--- config.mk ---
export PLATFORM = sky130hd
export DESIGN_NAME = pwr_sleep_ctrl
export DESIGN_NICKNAME = d
export VERILOG_FILES = /design/src/rtl/psc_pkg.sv /design/src/rtl/psc_dom_seq.sv /design/src/rtl/psc_regs.sv /design/src/rtl/pwr_sleep_ctrl.sv
export SDC_FILE = /design/constraint.sdc
export NUM_CORES = 1
export LEC_CHECK = 0
export ABC_AREA = 1
export BUFFER_PORTS_ARGS = -buffer_cell sky130_fd_sc_hd__buf_2
export CORE_MARGIN = 2
export CORE_UTILIZATION = 40
export CTS_CLUSTER_SIZE = 28
export DETAILED_ROUTE_END_ITERATION = 10
export GPL_TIMING_DRIVEN = 0
export REMOVE_ABC_BUFFERS = 1
export SLEW_MARGIN = 10
export SYNTH_ARGS = -nofsm -noshare
export SYNTH_HDL_FRONTEND = slang
export SYNTH_SLANG_ARGS = --single-unit
--- constraint.sdc ---
create_clock -name clk -period 2 [get_ports clk]
set_input_delay 0.1 -clock clk [delete_from_list [all_inputs] [get_ports clk]]
set_output_delay 0.1 -clock clk [all_outputs]
set_load 0.05 [all_outputs]
--- src/rtl/psc_pkg.sv ---
package psc_pkg;

    typedef enum logic [1:0] {
        MS_RST_OFF  = 2'd0,
        MS_SYNC_RST = 2'd1,
        MS_DISABLE  = 2'd2,
        MS_ENABLE   = 2'd3
    } mstate_e;

    typedef enum logic [1:0] {
        SQ_IDLE   = 2'd0,
        SQ_PWR_UP = 2'd1,
        SQ_WALK   = 2'd2,
        SQ_PWR_DN = 2'd3
    } seq_e;

    localparam int unsigned CMD_OFS   = 32'h120;
    localparam int unsigned BUSY_OFS  = 32'h128;
    localparam int unsigned DSTAT_OFS = 32'h200;
    localparam int unsigned DCTL_OFS  = 32'h300;
    localparam int unsigned MSTAT_OFS = 32'h800;
    localparam int unsigned MCTL_OFS  = 32'hA00;
    localparam int unsigned REG_STRIDE = 4;

    localparam int unsigned MCTL_RLS_BIT  = 8;
    localparam int unsigned MSTAT_CLK_BIT = 12;

endpackage

--- src/rtl/psc_dom_seq.sv ---
module psc_dom_seq
    import psc_pkg::*;
#(
    parameter int MODS   = 2,
    parameter int SETTLE = 4,
    parameter int STEP   = 3
) (
    input  logic                 clk,
    input  logic                 rst_n,
    input  logic                 start_i,
    input  logic [MODS-1:0][1:0] tgt_i,
    input  logic [MODS-1:0]      rls_i,
    input  logic                 keep_on_i,
    output logic                 busy_o,
    output logic                 dom_on_o,
    output logic                 pwr_req_o,
    output logic [MODS-1:0][1:0] cur_o,
    output logic [MODS-1:0]      clk_en_o,
    output logic [MODS-1:0]      mrst_n_o
);

    localparam int MAXC = (SETTLE > STEP) ? SETTLE : STEP;
    localparam int CW   = $clog2(MAXC + 1);
    localparam int IW   = (MODS > 1) ? $clog2(MODS) : 1;

    typedef struct packed {
        seq_e                 ph;
        logic [CW-1:0]        cnt;
        logic [IW-1:0]        idx;
        logic                 on;
        logic                 pd;
        logic [MODS-1:0][1:0] tgt;
        logic [MODS-1:0][1:0] cur;
    } seq_st_t;

    seq_st_t st_d, st_q;

    always_comb begin
        st_d = st_q;
        unique case (st_q.ph)
            SQ_IDLE: begin
                if (start_i) begin
                    st_d.tgt = tgt_i;
                    st_d.pd  = !keep_on_i && (tgt_i == '0);
                    st_d.cnt = '0;
                    st_d.idx = '0;
                    st_d.ph  = st_q.on ? SQ_WALK : SQ_PWR_UP;
                end
            end
            SQ_PWR_UP: begin
                if (st_q.cnt == CW'(SETTLE - 1)) begin
                    st_d.cnt = '0;
                    st_d.on  = 1'b1;
                    st_d.ph  = SQ_WALK;
                end else begin
                    st_d.cnt = st_q.cnt + 1'b1;
                end
            end
            SQ_WALK: begin
                if (st_q.cnt == CW'(STEP - 1)) begin
                    st_d.cur[st_q.idx] = st_q.tgt[st_q.idx];
                    st_d.cnt = '0;
                    if (st_q.idx == IW'(MODS - 1)) begin
                        st_d.idx = '0;
                        st_d.ph  = st_q.pd ? SQ_PWR_DN : SQ_IDLE;
                    end else begin
                        st_d.idx = st_q.idx + 1'b1;
                    end
                end else begin
                    st_d.cnt = st_q.cnt + 1'b1;
                end
            end
            SQ_PWR_DN: begin
                if (st_q.cnt == CW'(SETTLE - 1)) begin
                    st_d.cnt = '0;
                    st_d.on  = 1'b0;
                    st_d.ph  = SQ_IDLE;
                end else begin
                    st_d.cnt = st_q.cnt + 1'b1;
                end
            end
            default: st_d.ph = SQ_IDLE;
        endcase
    end

    always_ff @(posedge clk or negedge rst_n) begin
        if (!rst_n) begin
            st_q <= '0;
        end else begin
            st_q <= st_d;
        end
    end

    assign busy_o    = (st_q.ph != SQ_IDLE);
    assign dom_on_o  = st_q.on;
    assign pwr_req_o = (st_q.ph == SQ_PWR_UP) || (st_q.on && st_q.ph != SQ_PWR_DN);
    assign cur_o     = st_q.cur;

    for (genvar k = 0; k < MODS; k++) begin : g_mod_out
        assign clk_en_o[k] = (st_q.cur[k] == MS_ENABLE);
        assign mrst_n_o[k] = rls_i[k] && st_q.cur[k][1];
    end

    // Clock may only run in a powered domain
    p_clk_power_r6: assert property (@(posedge clk) disable iff (!rst_n)
        (clk_en_o != '0) |-> dom_on_o);

    // Modules only move while the domain sequences
    p_hold_idle_r12: assert property (@(posedge clk) disable iff (!rst_n)
        !busy_o |=> $stable(st_q.cur));

    // Power flag only moves inside a transition
    p_on_idle_r6: assert property (@(posedge clk) disable iff (!rst_n)
        !busy_o |=> $stable(dom_on_o));

    // Busy only rises from an accepted command
    p_busy_start_r4: assert property (@(posedge clk) disable iff (!rst_n)
        $rose(busy_o) |-> $past(start_i));

    // Module walk runs with power present
    p_walk_on_r6: assert property (@(posedge clk) disable iff (!rst_n)
        (st_q.ph == SQ_WALK) |-> pwr_req_o);

endmodule

--- src/rtl/psc_regs.sv ---
module psc_regs
    import psc_pkg::*;
#(
    parameter int NUM_DOM = 4,
    parameter int MPD     = 2,
    parameter int AW      = 12,
    parameter int DW      = 32
) (
    input  logic                            clk,
    input  logic                            rst_n,
    input  logic                            wr_i,
    input  logic [AW-1:0]                   addr_i,
    input  logic [DW-1:0]                   wdata_i,
    output logic [DW-1:0]                   rdata_o,
    input  logic [NUM_DOM-1:0]              busy_i,
    input  logic [NUM_DOM-1:0]              dom_on_i,
    input  logic [NUM_DOM*MPD-1:0][1:0]     cur_i,
    input  logic [NUM_DOM*MPD-1:0]          clk_en_i,
    output logic [NUM_DOM-1:0]              start_o,
    output logic [NUM_DOM*MPD-1:0][1:0]     tgt_o,
    output logic [NUM_DOM*MPD-1:0]          rls_o,
    output logic [NUM_DOM-1:0]              keep_o
);

    localparam int NUM_MOD = NUM_DOM * MPD;

    typedef struct packed {
        logic [NUM_MOD-1:0][1:0] tgt;
        logic [NUM_MOD-1:0]      rls;
        logic [NUM_DOM-1:0]      keep;
    } reg_st_t;

    reg_st_t rg_d, rg_q;

    always_comb begin
        rg_d = rg_q;
        if (wr_i) begin
            for (int m = 0; m < NUM_MOD; m++) begin
                if (addr_i == AW'(MCTL_OFS + REG_STRIDE * m)) begin
                    rg_d.tgt[m] = wdata_i[1:0];
                    rg_d.rls[m] = wdata_i[MCTL_RLS_BIT];
                end
            end
            for (int d = 0; d < NUM_DOM; d++) begin
                if (addr_i == AW'(DCTL_OFS + REG_STRIDE * d)) begin
                    rg_d.keep[d] = wdata_i[0];
                end
            end
        end
    end

    always_ff @(posedge clk or negedge rst_n) begin
        if (!rst_n) begin
            rg_q.tgt  <= '0;
            rg_q.rls  <= '1;
            rg_q.keep <= '0;
        end else begin
            rg_q <= rg_d;
        end
    end

    always_comb begin
        start_o = '0;
        if (wr_i && addr_i == AW'(CMD_OFS)) begin
            start_o = wdata_i[NUM_DOM-1:0] & ~busy_i;
        end
    end

    always_comb begin
        rdata_o = '0;
        if (addr_i == AW'(BUSY_OFS)) begin
            rdata_o[NUM_DOM-1:0] = busy_i;
        end
        for (int d = 0; d < NUM_DOM; d++) begin
            if (addr_i == AW'(DSTAT_OFS + REG_STRIDE * d)) begin
                rdata_o[0] = dom_on_i[d];
            end
            if (addr_i == AW'(DCTL_OFS + REG_STRIDE * d)) begin
                rdata_o[0] = rg_q.keep[d];
            end
        end
        for (int m = 0; m < NUM_MOD; m++) begin
            if (addr_i == AW'(MSTAT_OFS + REG_STRIDE * m)) begin
                rdata_o[1:0]           = cur_i[m];
                rdata_o[MSTAT_CLK_BIT] = clk_en_i[m];
            end
            if (addr_i == AW'(MCTL_OFS + REG_STRIDE * m)) begin
                rdata_o[1:0]          = rg_q.tgt[m];
                rdata_o[MCTL_RLS_BIT] = rg_q.rls[m];
            end
        end
    end

    assign tgt_o  = rg_q.tgt;
    assign rls_o  = rg_q.rls;
    assign keep_o = rg_q.keep;

    // Bits above the widest field never read back as 1
    p_rsvd_zero_r11: assert property (@(posedge clk) disable iff (!rst_n)
        rdata_o[DW-1:MSTAT_CLK_BIT+1] == '0);

endmodule

--- src/rtl/pwr_sleep_ctrl.sv ---
module pwr_sleep_ctrl
    import psc_pkg::*;
#(
    parameter int NUM_DOM = 4,
    parameter int MPD     = 2,
    parameter int SETTLE  = 4,
    parameter int STEP    = 3,
    parameter int AW      = 12,
    parameter int DW      = 32
) (
    input  logic                     clk,
    input  logic                     rst_n,
    input  logic                     bus_wr,
    input  logic [AW-1:0]            bus_addr,
    input  logic [DW-1:0]            bus_wdata,
    output logic [DW-1:0]            bus_rdata,
    output logic [NUM_DOM*MPD-1:0]   mod_clk_en,
    output logic [NUM_DOM*MPD-1:0]   mod_rst_n,
    output logic [NUM_DOM-1:0]       dom_pwr_req
);

    localparam int NUM_MOD = NUM_DOM * MPD;

    logic [NUM_DOM-1:0]          start;
    logic [NUM_DOM-1:0]          busy;
    logic [NUM_DOM-1:0]          dom_on;
    logic [NUM_DOM-1:0]          keep;
    logic [NUM_MOD-1:0][1:0]     tgt;
    logic [NUM_MOD-1:0][1:0]     cur;
    logic [NUM_MOD-1:0]          rls;

    psc_regs #(
        .NUM_DOM (NUM_DOM),
        .MPD     (MPD),
        .AW      (AW),
        .DW      (DW)
    ) u_regs (
        .clk      (clk),
        .rst_n    (rst_n),
        .wr_i     (bus_wr),
        .addr_i   (bus_addr),
        .wdata_i  (bus_wdata),
        .rdata_o  (bus_rdata),
        .busy_i   (busy),
        .dom_on_i (dom_on),
        .cur_i    (cur),
        .clk_en_i (mod_clk_en),
        .start_o  (start),
        .tgt_o    (tgt),
        .rls_o    (rls),
        .keep_o   (keep)
    );

    for (genvar d = 0; d < NUM_DOM; d++) begin : g_dom
        psc_dom_seq #(
            .MODS   (MPD),
            .SETTLE (SETTLE),
            .STEP   (STEP)
        ) u_seq (
            .clk       (clk),
            .rst_n     (rst_n),
            .start_i   (start[d]),
            .tgt_i     (tgt[d*MPD +: MPD]),
            .rls_i     (rls[d*MPD +: MPD]),
            .keep_on_i (keep[d]),
            .busy_o    (busy[d]),
            .dom_on_o  (dom_on[d]),
            .pwr_req_o (dom_pwr_req[d]),
            .cur_o     (cur[d*MPD +: MPD]),
            .clk_en_o  (mod_clk_en[d*MPD +: MPD]),
            .mrst_n_o  (mod_rst_n[d*MPD +: MPD])
        );
    end

endmodule

==> results by group <==
Outcome
  • Status: complete, but fails checks
  • Failing checks: setup timing

STA
  • Worst hold margin: 0.0957 ns
  • Minimum clock period: 2.55 ns
  • Slew headroom: 58.2%
  • Final worst-path setup slack: -0.548 ns
  • Skew final: 0.00367 ns
  • Fin. Hold Viols: 0
  • Share of the clock period used by the worst path: 127%
  • Max Clk Rate: 0.393 GHz
  • RSZ-0062 raised after global routing: true
  • Least-Margin Pin Slew: 0.623 ns
  • Pins Over Slew Limit: 0
  • Setup violators final: 2

Worst setup path
  • Slowest cell on the critical path: dfrtp_2
  • Reg2reg start: g_dom[0].u_seq.st_q[14]
  • Critical Path Start Type: register
  • Worst R2R Setup Slack: 0.25 ns
  • CP peak stage delay: 0.42 ns
  • Critical R2R Capture: g_dom[0].u_seq.cur_o[1]
  • CP Depth: 17
  • CP cell instances: nor2_4 -> inv_2 -> nand3_2 -> nand3_2 -> nor2_2 -> nand3_1 -> nor2_1 -> nand4_1 -> nor2_1 -> nand4_1 -> nor2_2 -> nand4_1 -> nand2_1 -> nand4_1 -> nand2_1 -> nand3_2 -> buf_8
  • Worst setup EP type: primary output
  • Worst setup path class: reg2out
  • CP Launch Point: g_dom[0].u_seq.st_q[14]
  • Crit path max-delay family: simple AND/OR/NAND/NOR gates
  • Crit path required time: 1.90 ns
  • Crit path DAT: 2.45 ns
  • Critical path buffers and inverters: 2
  • Max FO, Critical Path: 3
  • CP most frequent cell: nand4_1
  • Path depth of the worst reg2reg path: 7

Routing
  • Via Count: 4378
  • DRT antenna net count: 0
  • DR vias/cell: 4.80
  • DR WL/cell: 13.3 microns
  • Residual DRC: 0
  • WL final: 12.1 mm
  • DR iter-0 viols: 329
  • First-pass iteration count of the detailed router: 5

Clocking
  • Num CTS Buffers: 9
  • TritonCTS Sinks: 92
  • Root Driver: clkbuf_16
  • Clock latency on the worst-skew pair: 0.34 ns
  • Clk slew on worst S/H paths: 0.06 ns
  • CTS tree: yes
  • CTS Buffer Depth: 2
  • CTS HTree Levels: 3

Floorplanning
  • Die ar.: 0.0142 sq mm
  • I/O Pins: 99
  • Core ar.: 0.0131 sq mm
  • Num rows: 42
  • Initial Util: 40.6%
  • Die Span X: 119 microns
  • Chip height: 119 microns

GRT
  • Largest net degree at the start of global routing: 63
  • GRT overflow: 0
  • Vias in the first global route: 4263
  • All-Layer GR Usage: 18.1%
  • First-pass GRT wire length: 20.6 mm
  • Initial antenna violation count: 0

Placed design
  • IO buf count: 45
  • Final HPWL DP: 9.14 mm
  • Placed insts: 884
  • Pre-CTS setup slack: -0.387 ns
  • Routability cong.: 0.827

Yosys
  • Top post-synthesis cells by count: nand2_1 (181), inv_1 (95), dfrtp_1 (84)
  • Main synth FF type: dfrtp_1
  • Post-Syn Area: 0.00531 sq mm
  • Syn_area_per_cell: 7.92 sq um
  • Ys Warns: 0
  • Synthesis-stage register bit count: 92
  • Post-synth ARST share: 100%
  • Dominant cells by area after synthesis: dfrtp_1 (40%), nand2_1 (13%), inv_1 (6.7%)
  • Area leader, netlist: dfrtp_1
  • Synthesized instance count: 670
  • Post-synth EDFFs: 0
  • Yosys top cell area share: 39.6%
  • Post-synthesis sequential area ratio: 43.6%
  • Most frequent cell after synthesis: nand2_1
  • Distinct cells, synth: 44

Min path
  • Hold path start: bus_wdata[0]
  • Hold Path Depth: 3
  • Worst hold path type: in2reg
  • Hold-critical path endpoint: u_regs.keep_o[3]

Pwr
  • Comb pwr share: 31.5%
  • Internal: 3.80 mW
  • Switching power share of the total: 35.6%
  • NetSw: 2.09 mW
  • Clock power frac: 29.3%
  • Leakage: 3.02 nW
  • Tot Pwr: 5.89 mW
  • PD cells: 962 mW/mm^2
  • Seq pwr share: 39.2%
  • Worst vdd ir: 0.413 mV

Cells and area
  • Final #Nets: 795
  • Area Growth Syn to Fin: 15.3%
  • Final design utilization: 46.8%
  • Finished Layout Cells: 913
  • Ratio of cells with drive above 1 in the final layout: 20.8%
  • Layout filler cell count: 1277
  • # diodes: 0

Run
  • Max-cap viol count: 0
flip-flops by register name, indices dropped and copies added, names as in the netlist:
signal                flops
g_dom.u_seq.cur_o        16
g_dom.u_seq.dom_on_o      4
g_dom.u_seq.st_q         44
u_regs.keep_o             4
u_regs.rls_o              8
u_regs.tgt_o             16
tightest hold or removal path, delay by kind of cell:
family | cells | cell delay, ns
buffers and inverters | 1 | 0.17
AND/OR/NAND/NOR | 1 | 0.06
AO/OA/AOI/OAI | 1 | 0.06
how the worst max path moves through the flow:
stage / end / slack, ns
floorplan: bus_rdata[0] / -0.01
global placement: bus_rdata[0] / -0.33
detailed placement: bus_rdata[0] / -0.39
CTS: bus_rdata[0] / -0.55
global route: bus_rdata[0] / -0.82
finish: bus_rdata[0] / -0.55
power by group through the flow:
stage	Clock [mW]	Combinational [mW]	Sequential, mW
2_1_floorplan	0	1.26	2.32
3_3_place_gp	0	1.57	2.36
3_5_place_dp	0	1.62	2.37
4_1_cts	1.76	1.81	2.31
5_1_grt	1.84	2.12	2.34
6_report	1.73	1.85	2.31
layout make-up:
cell class	count	area [sq um]	area share, %
multi-input combinational	466	2510	41.0
sequential	92	2320	37.9
inverter	104	390	6.38
clock inverter	2	35.0	0.572
tap	176	220	3.60
clock buffer	14	264	4.31
timing repair buffer	59	383	6.26
cells by family (layout without fill, tap and decap cells):
family                   count (synthesis)  after routing  synth area share, %
AO/OA/AOI/OAI                          106            106                 12.1
adder cells (fa/ha/maj)                 16             16                 3.77
buffers and inverters                  137            179                 11.8
flip-flops                              92             92                 43.6
multiplexers                            15             15                 3.18
other                                    1             26               0.0707
AND/OR/NAND/NOR                        303            303                 25.5
cells in the final DEF (no fill, tap or decap), types with 14 or more instances in the layout:
| cell | n |
|---|---|
| nand3_1 | 16 |
| mux2_2 | 15 |
| inv_1 | 94 |
| conb_1 | 26 |
| o21ai_1 | 14 |
| nand2_1 | 181 |
| o21ai_0 | 56 |
| ha_1 | 16 |
| buf_2 | 40 |
| nor2_1 | 54 |
| dfrtp_1 | 80 |
metrics by stage:
| stage | setup TNS (ns) | cell area, sq um |
|---|---|---|
| CTS | -0.986 | 6070 |
| global route | -1.37 | 6120 |
| finish | -0.938 | 6120 |
| global placement | -7.99 | 5610 |
| detailed placement | -0.746 | 5640 |
| floorplan | -0.0117 | 5160 |
layer usage:
| layer | vias to the layer above | share of wire, % | GRT usage, % |
|---|---|---|---|
| met5 | - | 0 | 0 |
| met4 | 0 | 2.2 | 6.25 |
| met3 | 14 | 3.6 | 2.83 |
| met2 | 92 | 47 | 29.4 |
| met1 | 2063 | 47 | 24.8 |
| li1 | 2209 | - | - |
repair_timing:
item / in CTS / in global routing
hold endpoints to repair: 28 / 0
hold buffers: 2 / 0
pin swaps: 9 / 12
resized for setup: 17 / 8
buffers inserted: 8 / 3
setup endpoints to repair: 3 / 4
Power figures use the tool's default switching activity.
